[src/rtl/bempty_pkg.sv]
package bempty_pkg;
  localparam logic [1:0] PID_NAK   = 2'b00;
  localparam logic [1:0] PID_BUF   = 2'b01;
  localparam logic [1:0] PID_STALL = 2'b11;
endpackage

[src/rtl/bempty_tx_detect.sv]
module bempty_tx_detect #(
  parameter int NUM_PIPES = 10
) (
  input  logic                 func_mode,
  input  logic                 ctrl_status_stage,
  input  logic [NUM_PIPES-1:0] dir_tx,
  input  logic [NUM_PIPES-1:0] dbl_buf,
  input  logic [NUM_PIPES-1:0] tx_done,
  input  logic [NUM_PIPES-1:0] tx_fifo_empty,
  input  logic [NUM_PIPES-1:0] tx_sw_clear,
  input  logic [NUM_PIPES-1:0] tx_refill_started,
  output logic [NUM_PIPES-1:0] tx_set
);
  for (genvar i = 0; i < NUM_PIPES; i++) begin : g_pipe
    logic base, refill_block;
    assign base         = dir_tx[i] && tx_done[i] && tx_fifo_empty[i] && !tx_sw_clear[i];
    assign refill_block = dbl_buf[i] && tx_refill_started[i];
    if (i == 0) begin : g_dcp
      // default control pipe: the status-stage zero-length IN is silent in function role
      assign tx_set[i] = base && !refill_block && !(func_mode && ctrl_status_stage);
    end else begin : g_data
      assign tx_set[i] = base && !refill_block;
    end
  end
endmodule

[src/rtl/bempty_rx_detect.sv]
module bempty_rx_detect #(
  parameter int NUM_PIPES = 10,
  parameter int SIZE_W    = 11,
  parameter int PIPE_W    = $clog2(NUM_PIPES)
) (
  input  logic                        clk,
  input  logic                        rst,
  input  logic                        func_mode,
  input  logic [NUM_PIPES-1:0]        dir_tx,
  input  logic [NUM_PIPES*SIZE_W-1:0] mps_flat,
  input  logic [NUM_PIPES-1:0]        pid_buf,
  input  logic                        rx_valid,
  input  logic [PIPE_W-1:0]           rx_pipe,
  input  logic [SIZE_W-1:0]           rx_size,
  input  logic                        rx_crc_err,
  input  logic                        rx_stuff_err,
  input  logic                        rx_setup,
  output logic [NUM_PIPES-1:0]        rx_set,
  output logic [NUM_PIPES-1:0]        hw_stall,
  output logic                        discard_q,
  output logic                        stall_hs_q,
  output logic                        no_resp_q
);
  logic good_pkt;
  assign good_pkt = rx_valid && !rx_crc_err && !rx_stuff_err && !rx_setup;

  for (genvar i = 0; i < NUM_PIPES; i++) begin : g_pipe
    logic hit;
    assign hit       = good_pkt && !dir_tx[i] && (rx_pipe == PIPE_W'(i))
                       && (rx_size > mps_flat[i*SIZE_W +: SIZE_W]);
    assign rx_set[i]   = hit;
    assign hw_stall[i] = hit && pid_buf[i];
  end

  logic oversize;
  assign oversize = |hw_stall;

  always_ff @(posedge clk) begin
    if (rst) begin
      discard_q  <= 1'b0;
      stall_hs_q <= 1'b0;
      no_resp_q  <= 1'b0;
    end else begin
      discard_q  <= oversize;
      stall_hs_q <= oversize && func_mode;
      no_resp_q  <= oversize && !func_mode;
    end
  end


  resp_excl_chk: assert property (@(posedge clk) disable iff (rst)
    !(stall_hs_q && no_resp_q));

  resp_discard_chk: assert property (@(posedge clk) disable iff (rst)
    (stall_hs_q || no_resp_q) |-> discard_q);
endmodule

[src/rtl/bempty_pid_regs.sv]
module bempty_pid_regs
  import bempty_pkg::*;
#(
  parameter int NUM_PIPES = 10,
  parameter int PIPE_W    = $clog2(NUM_PIPES)
) (
  input  logic                   clk,
  input  logic                   rst,
  input  logic                   pid_wr,
  input  logic [PIPE_W-1:0]      pid_sel,
  input  logic [1:0]             pid_wdata,
  input  logic [NUM_PIPES-1:0]   hw_stall,
  output logic [2*NUM_PIPES-1:0] pid_flat,
  output logic [NUM_PIPES-1:0]   pid_buf
);
  for (genvar i = 0; i < NUM_PIPES; i++) begin : g_pipe
    logic [1:0] pid_q;
    always_ff @(posedge clk) begin
      if (rst)                                     pid_q <= PID_NAK;
      else if (hw_stall[i])                        pid_q <= PID_STALL;
      else if (pid_wr && pid_sel == PIPE_W'(i))    pid_q <= pid_wdata;
    end
    assign pid_flat[2*i +: 2] = pid_q;
    assign pid_buf[i]         = (pid_q == PID_BUF);


    stall_rewrite_chk: assert property (@(posedge clk) disable iff (rst)
      hw_stall[i] |=> (pid_q == PID_STALL));
  end
endmodule

[src/rtl/bempty_status_regs.sv]
module bempty_status_regs #(
  parameter int NUM_PIPES = 10
) (
  input  logic                 clk,
  input  logic                 rst,
  input  logic                 sts_wr,
  input  logic [NUM_PIPES-1:0] sts_wdata,
  input  logic                 enb_wr,
  input  logic [NUM_PIPES-1:0] enb_wdata,
  input  logic [NUM_PIPES-1:0] set_i,
  input  logic [NUM_PIPES-1:0] buf_ok,
  output logic [NUM_PIPES-1:0] status_q,
  output logic [NUM_PIPES-1:0] enable_q,
  output logic                 summary_q,
  output logic                 irq_q
);
  logic [NUM_PIPES-1:0] clr_mask, status_d, enable_d;

  always_comb begin
    clr_mask = sts_wr ? ~sts_wdata : '0;
    status_d = (status_q & ~clr_mask) | (set_i & buf_ok);
    enable_d = enb_wr ? enb_wdata : enable_q;
  end

  always_ff @(posedge clk) begin
    if (rst) begin
      status_q  <= '0;
      enable_q  <= '0;
      summary_q <= 1'b0;
      irq_q     <= 1'b0;
    end else begin
      status_q  <= status_d;
      enable_q  <= enable_d;
      summary_q <= |(status_d & enable_d);
      irq_q     <= |(status_d & enable_d);
    end
  end


  summary_chk: assert property (@(posedge clk) disable iff (rst)
    (summary_q == |(status_q & enable_q)) && (irq_q == summary_q));

  for (genvar i = 0; i < NUM_PIPES; i++) begin : g_chk

    buf_gate_chk: assert property (@(posedge clk) disable iff (rst)
      (status_q[i] && !$past(status_q[i])) |-> $past(buf_ok[i]));

    set_wins_chk: assert property (@(posedge clk) disable iff (rst)
      (set_i[i] && buf_ok[i]) |=> status_q[i]);

    clear_only_chk: assert property (@(posedge clk) disable iff (rst)
      $fell(status_q[i]) |-> $past(sts_wr && !sts_wdata[i]));
  end
endmodule

[src/rtl/usb_bufempty_irq.sv]
module usb_bufempty_irq #(
  parameter int NUM_PIPES = 10,
  parameter int SIZE_W    = 11,
  parameter int PIPE_W    = $clog2(NUM_PIPES)
) (
  input  logic                        clk,
  input  logic                        rst,
  input  logic                        func_mode,
  input  logic [NUM_PIPES-1:0]        dir_tx,
  input  logic [NUM_PIPES-1:0]        dbl_buf,
  input  logic [NUM_PIPES*SIZE_W-1:0] mps_flat,
  input  logic [NUM_PIPES-1:0]        tx_done,
  input  logic [NUM_PIPES-1:0]        tx_fifo_empty,
  input  logic [NUM_PIPES-1:0]        tx_sw_clear,
  input  logic [NUM_PIPES-1:0]        tx_refill_started,
  input  logic                        ctrl_status_stage,
  input  logic                        rx_valid,
  input  logic [PIPE_W-1:0]           rx_pipe,
  input  logic [SIZE_W-1:0]           rx_size,
  input  logic                        rx_crc_err,
  input  logic                        rx_stuff_err,
  input  logic                        rx_setup,
  input  logic                        sts_wr,
  input  logic [NUM_PIPES-1:0]        sts_wdata,
  input  logic                        enb_wr,
  input  logic [NUM_PIPES-1:0]        enb_wdata,
  input  logic                        pid_wr,
  input  logic [PIPE_W-1:0]           pid_sel,
  input  logic [1:0]                  pid_wdata,
  output logic [NUM_PIPES-1:0]        status,
  output logic [NUM_PIPES-1:0]        enable,
  output logic [2*NUM_PIPES-1:0]      pid_flat,
  output logic                        summary,
  output logic                        irq,
  output logic                        rx_discard,
  output logic                        rx_stall_hs,
  output logic                        rx_no_resp
);
  logic [NUM_PIPES-1:0] tx_set, rx_set, hw_stall, pid_buf;

  bempty_tx_detect #(.NUM_PIPES(NUM_PIPES)) u_tx (
    .func_mode(func_mode), .ctrl_status_stage(ctrl_status_stage),
    .dir_tx(dir_tx), .dbl_buf(dbl_buf), .tx_done(tx_done),
    .tx_fifo_empty(tx_fifo_empty), .tx_sw_clear(tx_sw_clear),
    .tx_refill_started(tx_refill_started), .tx_set(tx_set)
  );

  bempty_rx_detect #(.NUM_PIPES(NUM_PIPES), .SIZE_W(SIZE_W), .PIPE_W(PIPE_W)) u_rx (
    .clk(clk), .rst(rst), .func_mode(func_mode), .dir_tx(dir_tx),
    .mps_flat(mps_flat), .pid_buf(pid_buf), .rx_valid(rx_valid),
    .rx_pipe(rx_pipe), .rx_size(rx_size), .rx_crc_err(rx_crc_err),
    .rx_stuff_err(rx_stuff_err), .rx_setup(rx_setup), .rx_set(rx_set),
    .hw_stall(hw_stall), .discard_q(rx_discard), .stall_hs_q(rx_stall_hs),
    .no_resp_q(rx_no_resp)
  );

  bempty_pid_regs #(.NUM_PIPES(NUM_PIPES), .PIPE_W(PIPE_W)) u_pid (
    .clk(clk), .rst(rst), .pid_wr(pid_wr), .pid_sel(pid_sel),
    .pid_wdata(pid_wdata), .hw_stall(hw_stall), .pid_flat(pid_flat),
    .pid_buf(pid_buf)
  );

  bempty_status_regs #(.NUM_PIPES(NUM_PIPES)) u_sts (
    .clk(clk), .rst(rst), .sts_wr(sts_wr), .sts_wdata(sts_wdata),
    .enb_wr(enb_wr), .enb_wdata(enb_wdata), .set_i(tx_set | rx_set),
    .buf_ok(pid_buf), .status_q(status), .enable_q(enable),
    .summary_q(summary), .irq_q(irq)
  );
endmodule

[config.mk]
export PLATFORM = sky130hd
export DESIGN_NAME = usb_bufempty_irq
export DESIGN_NICKNAME = d
export VERILOG_FILES = /design/src/rtl/bempty_pkg.sv /design/src/rtl/bempty_tx_detect.sv /design/src/rtl/bempty_rx_detect.sv /design/src/rtl/bempty_pid_regs.sv /design/src/rtl/bempty_status_regs.sv /design/src/rtl/usb_bufempty_irq.sv
export SDC_FILE = /design/constraint.sdc
export NUM_CORES = 1
export LEC_CHECK = 0
export ABC_AREA = 1
export ABC_CLOCK_PERIOD_IN_PS = 2100
export BUFFER_PORTS_ARGS = -buffer_cell sky130_fd_sc_hd__buf_2
export CAP_MARGIN = 20
export CORE_MARGIN = 4
export CORE_UTILIZATION = 49
export CTS_BUF_LIST = sky130_fd_sc_hd__clkbuf_4
export DETAILED_ROUTE_END_ITERATION = 12
export GPL_TIMING_DRIVEN = 0
export PLACE_DENSITY_LB_ADDON = 0.25
export SYNTH_ARGS = -nofsm -noshare
export SYNTH_HDL_FRONTEND = slang
export SYNTH_SLANG_ARGS = --single-unit
[constraint.sdc]
create_clock -name clk -period 2.1 [get_ports clk]
set_clock_uncertainty 0.2 [all_clocks]
set_input_delay 0.315 -clock clk [delete_from_list [all_inputs] [get_ports clk]]
set_output_delay 0.315 -clock clk [all_outputs]
set_load 0.01 [all_outputs]
# Yosys cells after proc, flatten, opt, wreduce, memory -nomap -nowiden
# Index checks and enable logic that the tools add are counted.
# totals
ff_bits,44
latchBits,0
ram_bits,0
romBits,0
inputBits,222
out_inout_bits,45
wordCells,239
n_memories,0
# op_classes
n_addsub,0
n_mul,0
n_div,0
magnitude_cmp,10
n_eq_ne,28
shift,0
muxes,22
n_bitwise,7
n_reduce_logical,156
# op_table
cell,n
11-bit > comparator,10
1-bit logical AND,107
2-bit 2-to-1 mux,20
1-bit logical NOT,35
4-bit by 3-bit == test with 1-bit output (second input constant),8
10-bit bitwise AND,3
2-bit by 1-bit == test with 1-bit output (second input constant),10
10-bit 2-to-1 mux,2
10-bit NOT,2
10-bit OR,2
2-bit nonzero test,10
10-bit OR reduction,2
4-bit by 2-bit == test with 1-bit output (second input constant),4
4-bit == test (second input constant),4
4-bit by 1-bit == test with 1-bit output (second input constant),2
4-bit logical NOT,2

# Depth between registers and ports, before layout
# Gate-level depths: netlist of run 1.
# depth
word_depth,12
ltp_mapped,16
mapped_depth_nobuf,16

# By module
# A second synthesis of run 1 with hierarchy kept.
# hier_totals
cells_unflattened,1025
area_unflattened_um2,5955.7
# by_module_without_submodules
mod,instances,cells_per_inst,area_each_um2,seq_area_each_um2
bempty_rx_detect,1,605,3547.2,60.1
bempty_pid_regs,1,185,1093.5,400.4
bempty_status_regs,1,151,983.4,420.4
bempty_tx_detect,1,54,219.0,0.0
usb_bufempty_irq,1,30,112.6,0.0

# Least setup slack after synthesis of run 1
# OpenSTA, ideal clock, no wires.
# synth_timing
path_type,input-to-reg
startpoint,input rx_size[0]
endpoint,register u_sts.summary_q
setup_time_ns,0.109
arrival_ns,1.498
path_slack_ns,0.293
path_stages,15
n_path_buf,0
cell_sequence,inv_1 -> ha_1 -> inv_1 -> nor2_1 -> nand3_1 -> nor2_1 -> nor2_2 -> nand2_2 -> nand2_1 -> nand2_1 -> nand2_1 -> nor2_1 -> nand3_1 -> nand2_1 -> inv_1
# synth_between
elab_chain_cells,7
elab_cells_between_ends,25
# synth_rtl
item,line,source
start: declaration,usb_bufempty_irq.sv:19,"input logic [SIZE_W-1:0] rx_size,"
11-bit > comparator,bempty_rx_detect.sv:30,&& (rx_size > mps_flat[i*SIZE_W +: SIZE_W]);
1-bit logical AND,bempty_rx_detect.sv:30,
10-bit OR (*),usb_bufempty_irq.sv:65,".enb_wr(enb_wr), .enb_wdata(enb_wdata), .set_i(tx_set | rx_set),"
10-bit bitwise AND (*),bempty_status_regs.sv:21,status_d = (status_q & ~clr_mask) | (set_i & buf_ok);
10-bit OR (*),bempty_status_regs.sv:21,
10-bit bitwise AND (*),bempty_status_regs.sv:34,summary_q <= |(status_d & enable_d);
10-bit OR reduction (*),bempty_status_regs.sv:34,
end signal: assignment,bempty_status_regs.sv:34,
end: declaration,bempty_status_regs.sv:14,"output logic summary_q,"
# Every way passes the cells marked *; elsewhere a longest branch is shown, timed or not.
# A chain may end at the register's enable or synchronous reset.

# Worst setup path in the final report of run 1
# layout_timing
startpoint,input rx_size[0]
endpoint,register u_rx.no_resp_q
# layout_between
elab_chain_cells,5
elab_cells_between_ends,32
# layout_rtl
item,line,source
11-bit > comparator,bempty_rx_detect.sv:30,
1-bit logical AND,bempty_rx_detect.sv:30,
1-bit logical AND,bempty_rx_detect.sv:32,assign hw_stall[i] = hit && pid_buf[i];
10-bit OR reduction (*),bempty_rx_detect.sv:36,assign oversize = |hw_stall;
1-bit logical AND (*),bempty_rx_detect.sv:46,no_resp_q <= oversize && !func_mode;
end signal: assignment,bempty_rx_detect.sv:46,
end: declaration,bempty_rx_detect.sv:22,output logic no_resp_q
# Marks and branches as above.

==> impl_metrics.json, run 1 <==
{
  "power.static_leakage_nw": 4.52,
  "synth_top_area_share": 0.254,
  "hold_path.class": "primary input to flop",
  "cts_tree": "done",
  "max_freq_ghz": 0.513,
  "setup_viol": 0,
  "first_pass_iters": 5,
  "post-route-period-util": 0.929,
  "instances_no_fill": 1305,
  "maxSlewHeadroom": 0.617,
  "rsz0062_at_grt": "no",
  "nets": 1497,
  "syn-instance-count": 891,
  "io_pins": 267,
  "ir_drop_uv": 263,
  "max_cap_viol_count": 0,
  "drv_slew": 0,
  "die_w_um": 113,
  "cp_max_fo": 7,
  "tightest_slew_ns": 0.575,
  "layout.cells.most_common_list": "buf_2 (261), nand2_1 (215), inv_1 (211)",
  "hold_viol_final": 0,
  "drc": 0,
  "grt_start_max_net_pins": 13,
  "clk_latency_ns": 0.35,
  "grt_pass1_wl_um": 26400,
  "place_congestion": 0.879,
  "numCtsBuffers": 5,
  "whs_ns": 0.0350,
  "cts_max_level": 2,
  "drive_gt1_frac": 0.263,
  "num_vias": 6241,
  "clock_sinks": 44,
  "antennaDiodeCount": 0,
  "ys_ff_latch": 44,
  "drtIter0Drc": 285,
  "start_util": 0.501,
  "synth-async-reset-ratio": 0,
  "cp_data_arrival_time_ns": 2.01,
  "ys_warn_count": 0,
  "outcome": "finished clean",
  "core.rowCount": 38,
  "power_mw": 2.19,
  "setup-tns-final_ns": 0,
  "grt_pass1_vias": 5789,
  "crit_required_ns": 2.16,
  "clock_path_buffers": 2,
  "drt_wl_total_um": 16900,
  "post-place-cells": 1293,
  "numPortBuffers": 262,
  "syn-num-nets": 1223,
  "power_density_nw_per_um2": 309,
  "critPathKind": "primary input to flop",
  "antenna_found_initial": 0,
  "die_area_um2": 12800,
  "wire_per_inst_um": 13.0,
  "root_buffer": "clkbuf_4",
  "yosys-top-cells-area": "ha_1 (25%), dfxtp_1 (16%), nand2_1 (15%), inv_1 (15%), nor2_1 (6.9%)",
  "overflow": 0,
  "viasPerCell": 4.78,
  "core_um2": 10800,
  "end_kind": "flop",
  "dpl.hpwl_um": 14800,
  "syn_to_final_growth_pct": 30.1,
  "synth_ff_type": "dfxtp_1",
  "yosys.cell_types.count": 30,
  "grtUsageTotal": 0.253,
  "cp-start-kind": "primary input",
  "netlist_area_um2": 5430,
  "synth_edf_count": 0,
  "die-height_um": 113,
  "fin_util": 0.652,
  "avgSynthCellArea_um2": 6.09,
  "final_common_cell": "buf_2",
  "drtAntennaViolNets": 0,
  "yosys.area.top_type": "ha_1",
  "clk_pin_slew_worst_paths_ns": 0.12,
  "synth_seq_area_share": 0.162,
  "period_minus_slack_ns": 1.95
}
## cells in the mapped netlist, types with 4 or more instances
cell type	instances
dfxtp_1	44
nand2_1	221
ha_1	110
a31oi_1	11
nor2_2	6
nand2_2	6
nand4_1	7
o21a_1	8
a21oi_1	63
nand3_1	37
a21o_1	7
mux2i_1	4
o21ai_0	28
nor2_1	100
clkbuf_1	7
inv_1	212
## sequential cells by signal (all words and copies together), names as in the netlist
name                cells
u_sts.enable_q         10
u_rx.no_resp_q          1
u_pid.g_pipe.pid_q     20
u_sts.status_q         10
u_rx.discard_q          1
u_rx.stall_hs_q         1
u_sts.summary_q         1
## metrics by stage
step           area (µm²)  setup slack [ns]
2_1_floorplan        5430             0.293
3_3_place_gp         6920            -0.296
3_5_place_dp         6920            -0.302
4_1_cts              6980            0.0771
5_1_grt              7060           0.00231
6_report             7060             0.149
## metal layers
layer / share of wire / routed length [µm] / vias up / GRT usage
met4: 0.0055 / 93 / 0 / 0.0264
met1: 0.44 / 7430 / 2684 / 0.321
met2: 0.49 / 8220 / 217 / 0.465
met5: 0 / 0 / - / 0
met3: 0.070 / 1180 / 9 / 0.0396
li1: - / - / 3331 / -
## worst max-delay path, cell delays in order
cell and delay (ns):
buf_2 0.10, clkinvlp_4 0.17, buf_4 0.19, ha_1 0.26, inv_1 0.04, nor2_1 0.09
and3_1 0.16, nor2_1 0.04, nand2_1 0.18, and3_1 0.25, nand3_2 0.09, nand2_2 0.09
nor2_1 0.04
## final timing paths
check        depth (start not counted)  slack, ns                                     to                             startpoint
max                                 13       0.15              u_rx.no_resp_q$_SDFF_PP0_                             rx_size[0]
min                                  3       0.03           u_sts.enable_q[9]$_SDFF_PP0_                           enb_wdata[9]
max reg2reg                         12       0.22             u_sts.summary_q$_SDFF_PP0_  u_pid.g_pipe[9].pid_q[0]$_SDFFE_PP0P_
min reg2reg                          2       0.32  u_pid.g_pipe[5].pid_q[0]$_SDFFE_PP0P_  u_pid.g_pipe[5].pid_q[0]$_SDFFE_PP0P_
## kinds of logic after synthesis
family / share of synthesized area
AND/OR/NAND/NOR: 0.298
buffers and inverters: 0.155
AO/OA/AOI/OAI: 0.123
adder cells (fa/ha/maj): 0.254
flip-flops: 0.162
multiplexers: 0.00738
## report_power, final
group          total (mW)  switching (mW)  leakage [nW]  internal (mW)
combinational       0.928           0.514          4.13          0.415
sequential          0.863         0.00895         0.357          0.854
clock               0.395           0.258        0.0315          0.137
## layout make-up
cell class	instances	area, µm²
clock buffers	6	45.0
clock inverters	1	5.00
well taps	140	175
multi-input cells	624	3750
fillers	1058	3780
plain buffers	10	43.8
flip-flops and latches	44	881
repair buffers	267	1360
inverters	213	803
## what timing repair did
item | in CTS | in global routing
hold endpoints to repair | 2 | 0
gates resized for setup | 0 | 15
setup buffers | 0 | 4
hold buffers | 1 | 0
endpoints found under the setup margin | 0 | 4
No activity file was read; power rests on OpenSTA's default activity.
==> run 2, diff against run 1 <==
CORE_UTILIZATION = 48   (was 49)
CTS_BUF_LIST = unset   (was sky130_fd_sc_hd__clkbuf_4)
==> run 2 against run 1 <==
Effect of this change:
- core utilization up 1.4 points
- register-to-register slack better by 0.21 ns
- fmax down 3.1%
- cell count up 0.31%
- largest power group unchanged
- first-iteration DRC count down 13%
- worst hold slack worse by 0.021 ns
- critical path type unchanged
- count of clock-buffer cells in the layout unchanged
- clock power up 100%
- sequential power about the same
==> impl_metrics.json, run 2 (same netlist as run 1, synthesis figures left out) <==
{
  "dpl.hpwl_um": 14700,
  "start_util": 0.496,
  "top_register": "u_pid.g_pipe.pid_q",
  "grt_pass1_wl_um": 26200,
  "overflow": 0,
  "cp-start-kind": "primary input",
  "post-route-period-util": 0.959,
  "largest_register_ffs": 20,
  "crit_family": "simple AND/OR/NAND/NOR gates",
  "io_pins": 267,
  "largestRegisters": "u_pid.g_pipe.pid_q: 20 flops, u_sts.enable_q: 10 flops, u_sts.status_q: 10 flops",
  "power_density_nw_per_um2": 359,
  "drtIter0Drc": 247,
  "hold_path.class": "primary input to flop",
  "clock_sinks": 44,
  "drtAntennaViolNets": 0,
  "clk_pin_slew_worst_paths_ns": 0.06,
  "max_cap_viol_count": 0,
  "drive_gt1_frac": 0.283,
  "setup-tns-final_ns": 0,
  "die_area_um2": 13100,
  "power_mw": 2.61,
  "cts_tree": "done",
  "root_buffer": "clkbuf_16",
  "end_kind": "flop",
  "clock_path_buffers": 2,
  "core.rowCount": 38,
  "layout.cells.most_common_list": "buf_2 (259), inv_1 (210), nand2_1 (209)",
  "die-height_um": 114,
  "crit_top_cell": "nand2_1",
  "ir_drop_uv": 353,
  "core_um2": 10900,
  "nets": 1500,
  "place_congestion": 0.891,
  "hold_viol_final": 0,
  "critPathBufInv": 4,
  "slowest_delay_ns": 0.27,
  "cp_data_arrival_time_ns": 2.00,
  "outcome": "finished clean",
  "grt_start_max_net_pins": 14,
  "syn_to_final_growth_pct": 34.1,
  "clk_latency_ns": 0.29,
  "drt_wl_total_um": 17200,
  "drv_slew": 0,
  "slowest_stage": "ha_1",
  "period_minus_slack_ns": 2.01,
  "grtUsageTotal": 0.250,
  "power.static_leakage_nw": 4.58,
  "final_common_cell": "buf_2",
  "grt_pass1_vias": 5761,
  "numPortBuffers": 262,
  "die_w_um": 114,
  "maxSlewHeadroom": 0.607,
  "first_pass_iters": 6,
  "num_vias": 6294,
  "n_fill_cell": 1034,
  "max_freq_ghz": 0.497,
  "cp_max_fo": 8,
  "tightest_slew_ns": 0.590,
  "setup_viol": 0,
  "wire_per_inst_um": 13.2,
  "rsz0062_at_grt": "yes",
  "numCtsBuffers": 5,
  "cts_max_level": 2,
  "crit_required_ns": 2.09,
  "critPathKind": "primary input to flop",
  "viasPerCell": 4.81,
  "antenna_found_initial": 0,
  "crit_path_cell_trace": "buf_6 -> clkinvlp_4 -> buf_6 -> ha_1 -> nand3_1 -> nor2_2 -> nor2_1 -> nand2_2 -> nand2_2 -> nand2_1 -> nand2_1 -> nor2_1 -> nand3_1 -> nand2_1 -> inv_1",
  "drc": 0,
  "cts_hold_buffers": 0,
  "antennaDiodeCount": 0
}
==> run 2: cell types whose count changed in the layout (fill, tap and decap cells not counted), moves of 4 or more <==
cell / change
nand2_1: -6
clkbuf_4: -6
buf_6: +4
nand2_2: +6
nor2_2: +7
clkbuf_16: +5
nor2_1: -7
==> run 2: metal layers <==
layer  vias to the layer above  GRT usage  routed length (µm)
met3                        25     0.0412                1260
met4                         0     0.0546                 318
met5                         -          0                   0
met1                      2712      0.317                7480
met2                       218      0.443                8180
li1                       3339          -                   -
==> run 2: what timing repair did <==
| action | in CTS | in global routing |
|---|---|---|
| setup endpoints to repair | 2 | 4 |
| pin swaps | 0 | 15 |
| gates cloned | 0 | 0 |
| gates resized for setup | 1 | 40 |
| endpoints found under the hold margin | 0 | 0 |
| setup buffers | 0 | 8 |
==> run 2: path summary, 6_finish.rpt <==
kind	from	slack, ns	cells past startpoint	to
max reg2reg	u_pid.g_pipe[9].pid_q[0]$_SDFFE_PP0P_	0.43	11	u_rx.no_resp_q$_SDFF_PP0_
min reg2reg	u_pid.g_pipe[4].pid_q[0]$_SDFFE_PP0P_	0.31	2	u_pid.g_pipe[4].pid_q[0]$_SDFFE_PP0P_
min	func_mode	0.01	2	u_rx.no_resp_q$_SDFF_PP0_
max	rx_size[0]	0.09	15	u_sts.summary_q$_SDFF_PP0_
==> run 2: metrics by stage <==
stage / util / setup slack [ns] / instance area [µm²] / hold WS (ns) / cells
2_1_floorplan: - / 0.293 / 5430 / 0.187 / 891
3_3_place_gp: 0.632 / -0.265 / 6920 / 0.294 / 1293
4_1_cts: 0.646 / 0.0229 / 7070 / 0.0161 / 1301
3_5_place_dp: 0.632 / -0.286 / 6920 / 0.295 / 1293
6_report: 0.666 / 0.0862 / 7280 / 0.0144 / 1309
5_1_grt: 0.666 / -0.0524 / 7280 / 0.0337 / 1309
==> run 2: area by class of cell <==
type | count | area [µm²] | share of cell area
buffer | 10 | 43.8 | 0.00602
clock buffer | 6 | 139 | 0.0191
clock inverter | 2 | 10.0 | 0.00138
inverter | 213 | 803 | 0.110
multi-input combinational | 624 | 3830 | 0.526
sequential | 44 | 881 | 0.121
tap | 140 | 175 | 0.0241
timing repair buffer | 270 | 1400 | 0.192
==> run 2: power breakdown <==
part           total (mW)  internal (mW)  switching, mW
Combinational       0.950          0.423          0.527
Clock               0.797          0.469          0.328
Sequential          0.863          0.854        0.00902
==> run 3, diff against run 2 <==
SETUP_SLACK_MARGIN = 0.15   (was unset)
==> run 3 against run 2 <==
Effect of this change:
- non-clock buffer count up 7
- fmax up 1.4%
- sequential share of layout area down 0.35 points
- clock power about the same
- global-route usage up 0.11 points
- sequential power about the same
- largest cell class unchanged
- highest routed layer unchanged
- register-to-register slack about the same
- power up 1.5%
==> impl_metrics.json, run 3 (same netlist as run 1, synthesis figures left out) <==
{
  "met1Wirelength_um": 7530,
  "maxSlewHeadroom": 0.612,
  "final_common_cell": "buf_2",
  "cts_max_level": 2,
  "reg2reg_to": "u_sts.summary_q$_SDFF_PP0_",
  "cp_data_arrival_time_ns": 1.97,
  "clk_latency_ns": 0.29,
  "power_mw": 2.65,
  "post-route-period-util": 0.946,
  "grt_pass1_vias": 5784,
  "end_kind": "flop",
  "hold-path-endpoint": "u_rx.no_resp_q$_SDFF_PP0_",
  "place_congestion": 0.891,
  "pwr-share-clk": 0.300,
  "setup-tns-final_ns": 0,
  "period_minus_slack_ns": 1.99,
  "dr_wl_met3_um": 1330,
  "power.static_leakage_nw": 4.64,
  "nets": 1507,
  "largestRegisters": "u_pid.g_pipe.pid_q: 20 flops, u_sts.enable_q: 10 flops, u_sts.status_q: 10 flops",
  "rrSetupSlack_ns": 0.43,
  "start_util": 0.496,
  "rr_startpoint": "u_pid.g_pipe[9].pid_q[0]$_SDFFE_PP0P_",
  "first_pass_iters": 5,
  "cts_tree": "done",
  "wl_met2_um": 8570,
  "die-height_um": 114,
  "p_comb_frac": 0.374,
  "min_from": "func_mode",
  "cts_hold_buffers": 0,
  "wire_per_inst_um": 13.5,
  "root_buffer": "clkbuf_16",
  "drt_wl_total_um": 17800,
  "hold_path.class": "primary input to flop",
  "seqPwrFrac": 0.326,
  "max_cap_viol_count": 0,
  "min_path_cells": 2,
  "dpl.hpwl_um": 14700,
  "dpl_worst_slack_ns": -0.286,
  "die_w_um": 114,
  "grt_start_max_net_pins": 14,
  "overflow": 0,
  "slowest_stage": "ha_4",
  "grt_pass1_wl_um": 26300,
  "timing.final.ws_setup_ns": 0.114,
  "cp-start-kind": "primary input",
  "setup_viol": 0,
  "core_um2": 10900,
  "power_density_nw_per_um2": 353,
  "die_area_um2": 13100,
  "critPathKind": "primary input to flop",
  "top_register": "u_pid.g_pipe.pid_q",
  "crit_top_cell": "nor2_2",
  "numPortBuffers": 262,
  "largest_register_ffs": 20,
  "multi_input_area_um2": 3970,
  "clock_path_buffers": 2,
  "outcome": "finished clean",
  "fin_util": 0.685,
  "syn_to_final_growth_pct": 38.0,
  "crit_path_cell_trace": "buf_8 -> clkinvlp_4 -> ha_4 -> inv_2 -> nor2_2 -> nand3_1 -> nor2_2 -> nor2_2 -> nand2_2 -> buf_6 -> and3_4 -> nand3_4 -> nand2_4 -> nor2_1",
  "rsz0062_at_grt": "yes",
  "crit_required_ns": 2.09,
  "internal-power_mw": 1.76,
  "drive_gt1_frac": 0.302,
  "highest_layer": "met4",
  "drtAntennaViolNets": 0,
  "swShare": 0.334,
  "p_sw_uw": 885,
  "slowest_delay_ns": 0.35,
  "drv_slew": 0,
  "num_vias": 6383,
  "max_freq_ghz": 0.503,
  "viasPerCell": 4.85,
  "numCtsBuffers": 5,
  "clk_pin_slew_worst_paths_ns": 0.06,
  "instances_no_fill": 1317,
  "tightest_slew_ns": 0.582,
  "antenna_found_initial": 0,
  "post-place-cells": 1293,
  "cp_max_fo": 6,
  "grtUsageTotal": 0.251,
  "core.rowCount": 38,
  "reg2reg_depth": 12,
  "n_fill_cell": 1006,
  "clock_sinks": 44,
  "io_pins": 267,
  "drc": 0,
  "hold_viol_final": 0,
  "layout.cells.most_common_list": "buf_2 (256), inv_1 (209), nand2_1 (208)",
  "ir_drop_uv": 355,
  "drtIter0Drc": 299,
  "regArea_um2": 881
}
## run 3: cell types whose count changed in the layout (fill, tap and decap cells not counted), moves of 4 or more
cell / previous run / this run
buf_4: 7 / 15
ha_1: 106 / 100
ha_4: 4 / 10
nand3_1: 36 / 32
nor2_1: 90 / 84
nor2_4: 0 / 4
## run 3: metal layers
layer	track usage	vias to the layer above
li1	-	3360
met2	0.443	225
met1	0.319	2773
met3	0.0412	25
met4	0.0578	0
met5	0	-
## run 3: critical path: cells and delay by family
kind	cells	cell delay (ns)
AND/OR/NAND/NOR	9	0.86
buffers and inverters	4	0.43
adder cells (fa/ha/maj)	1	0.35
## run 3: worst max path at each step
stage | startpoint | to | slack [ns] | cells after the start
after CTS | rx_size[8] | u_sts.summary_q$_SDFF_PP0_ | 0.16 | 16
after detailed placement | rx_size[10] | u_rx.discard_q$_SDFF_PP0_ | -0.29 | 13
after global placement | rx_size[10] | u_sts.summary_q$_SDFF_PP0_ | -0.27 | 15
after global routing | rx_size[6] | u_sts.summary_q$_SDFF_PP0_ | -0.02 | 16
final | rx_size[0] | u_rx.stall_hs_q$_SDFF_PP0_ | 0.11 | 14
after floorplan | rx_size[0] | u_sts.summary_q$_SDFF_PP0_ | 0.29 | 15
## run 3: through the flow
stage	cell area, µm²	hold slack, ns
after CTS	7130	0.0161
after global placement	6920	0.294
after global routing	7490	0.0247
after detailed placement	6920	0.295
after floorplan	5430	0.187
final	7490	0.0144
## run 3: area by class of cell
| cell class | instances | area share |
|---|---|---|
| Antenna cell | 1 | 0.000334 |
| Buffer | 10 | 0.00584 |
| Clock buffer | 6 | 0.0185 |
| Clock inverter | 2 | 0.00134 |
| Inverter | 213 | 0.107 |
| Multi-Input combinational cell | 624 | 0.530 |
| Sequential cell | 44 | 0.118 |
| Tap cell | 140 | 0.0234 |
| Timing Repair Buffer | 277 | 0.196 |
## run 3: repair_timing
action                                  4_1_cts  5_1_grt
resized for setup                            15       55
cloned                                        0        0
buffers inserted                              4       11
endpoints found under the setup margin        4        4
pin swaps                                     0       21
endpoints found under the hold margin         0        0
## run 3: power by group through the flow
| stage | logic (mW) | clock network [mW] | registers [mW] |
|---|---|---|---|
| floorplan | 0.506 | 0 | 0.891 |
| global placement | 0.890 | 0 | 0.881 |
| detailed placement | 0.910 | 0 | 0.881 |
| CTS | 0.930 | 0.794 | 0.863 |
| global route | 1.14 | 0.827 | 0.865 |
| finish | 0.989 | 0.795 | 0.863 |
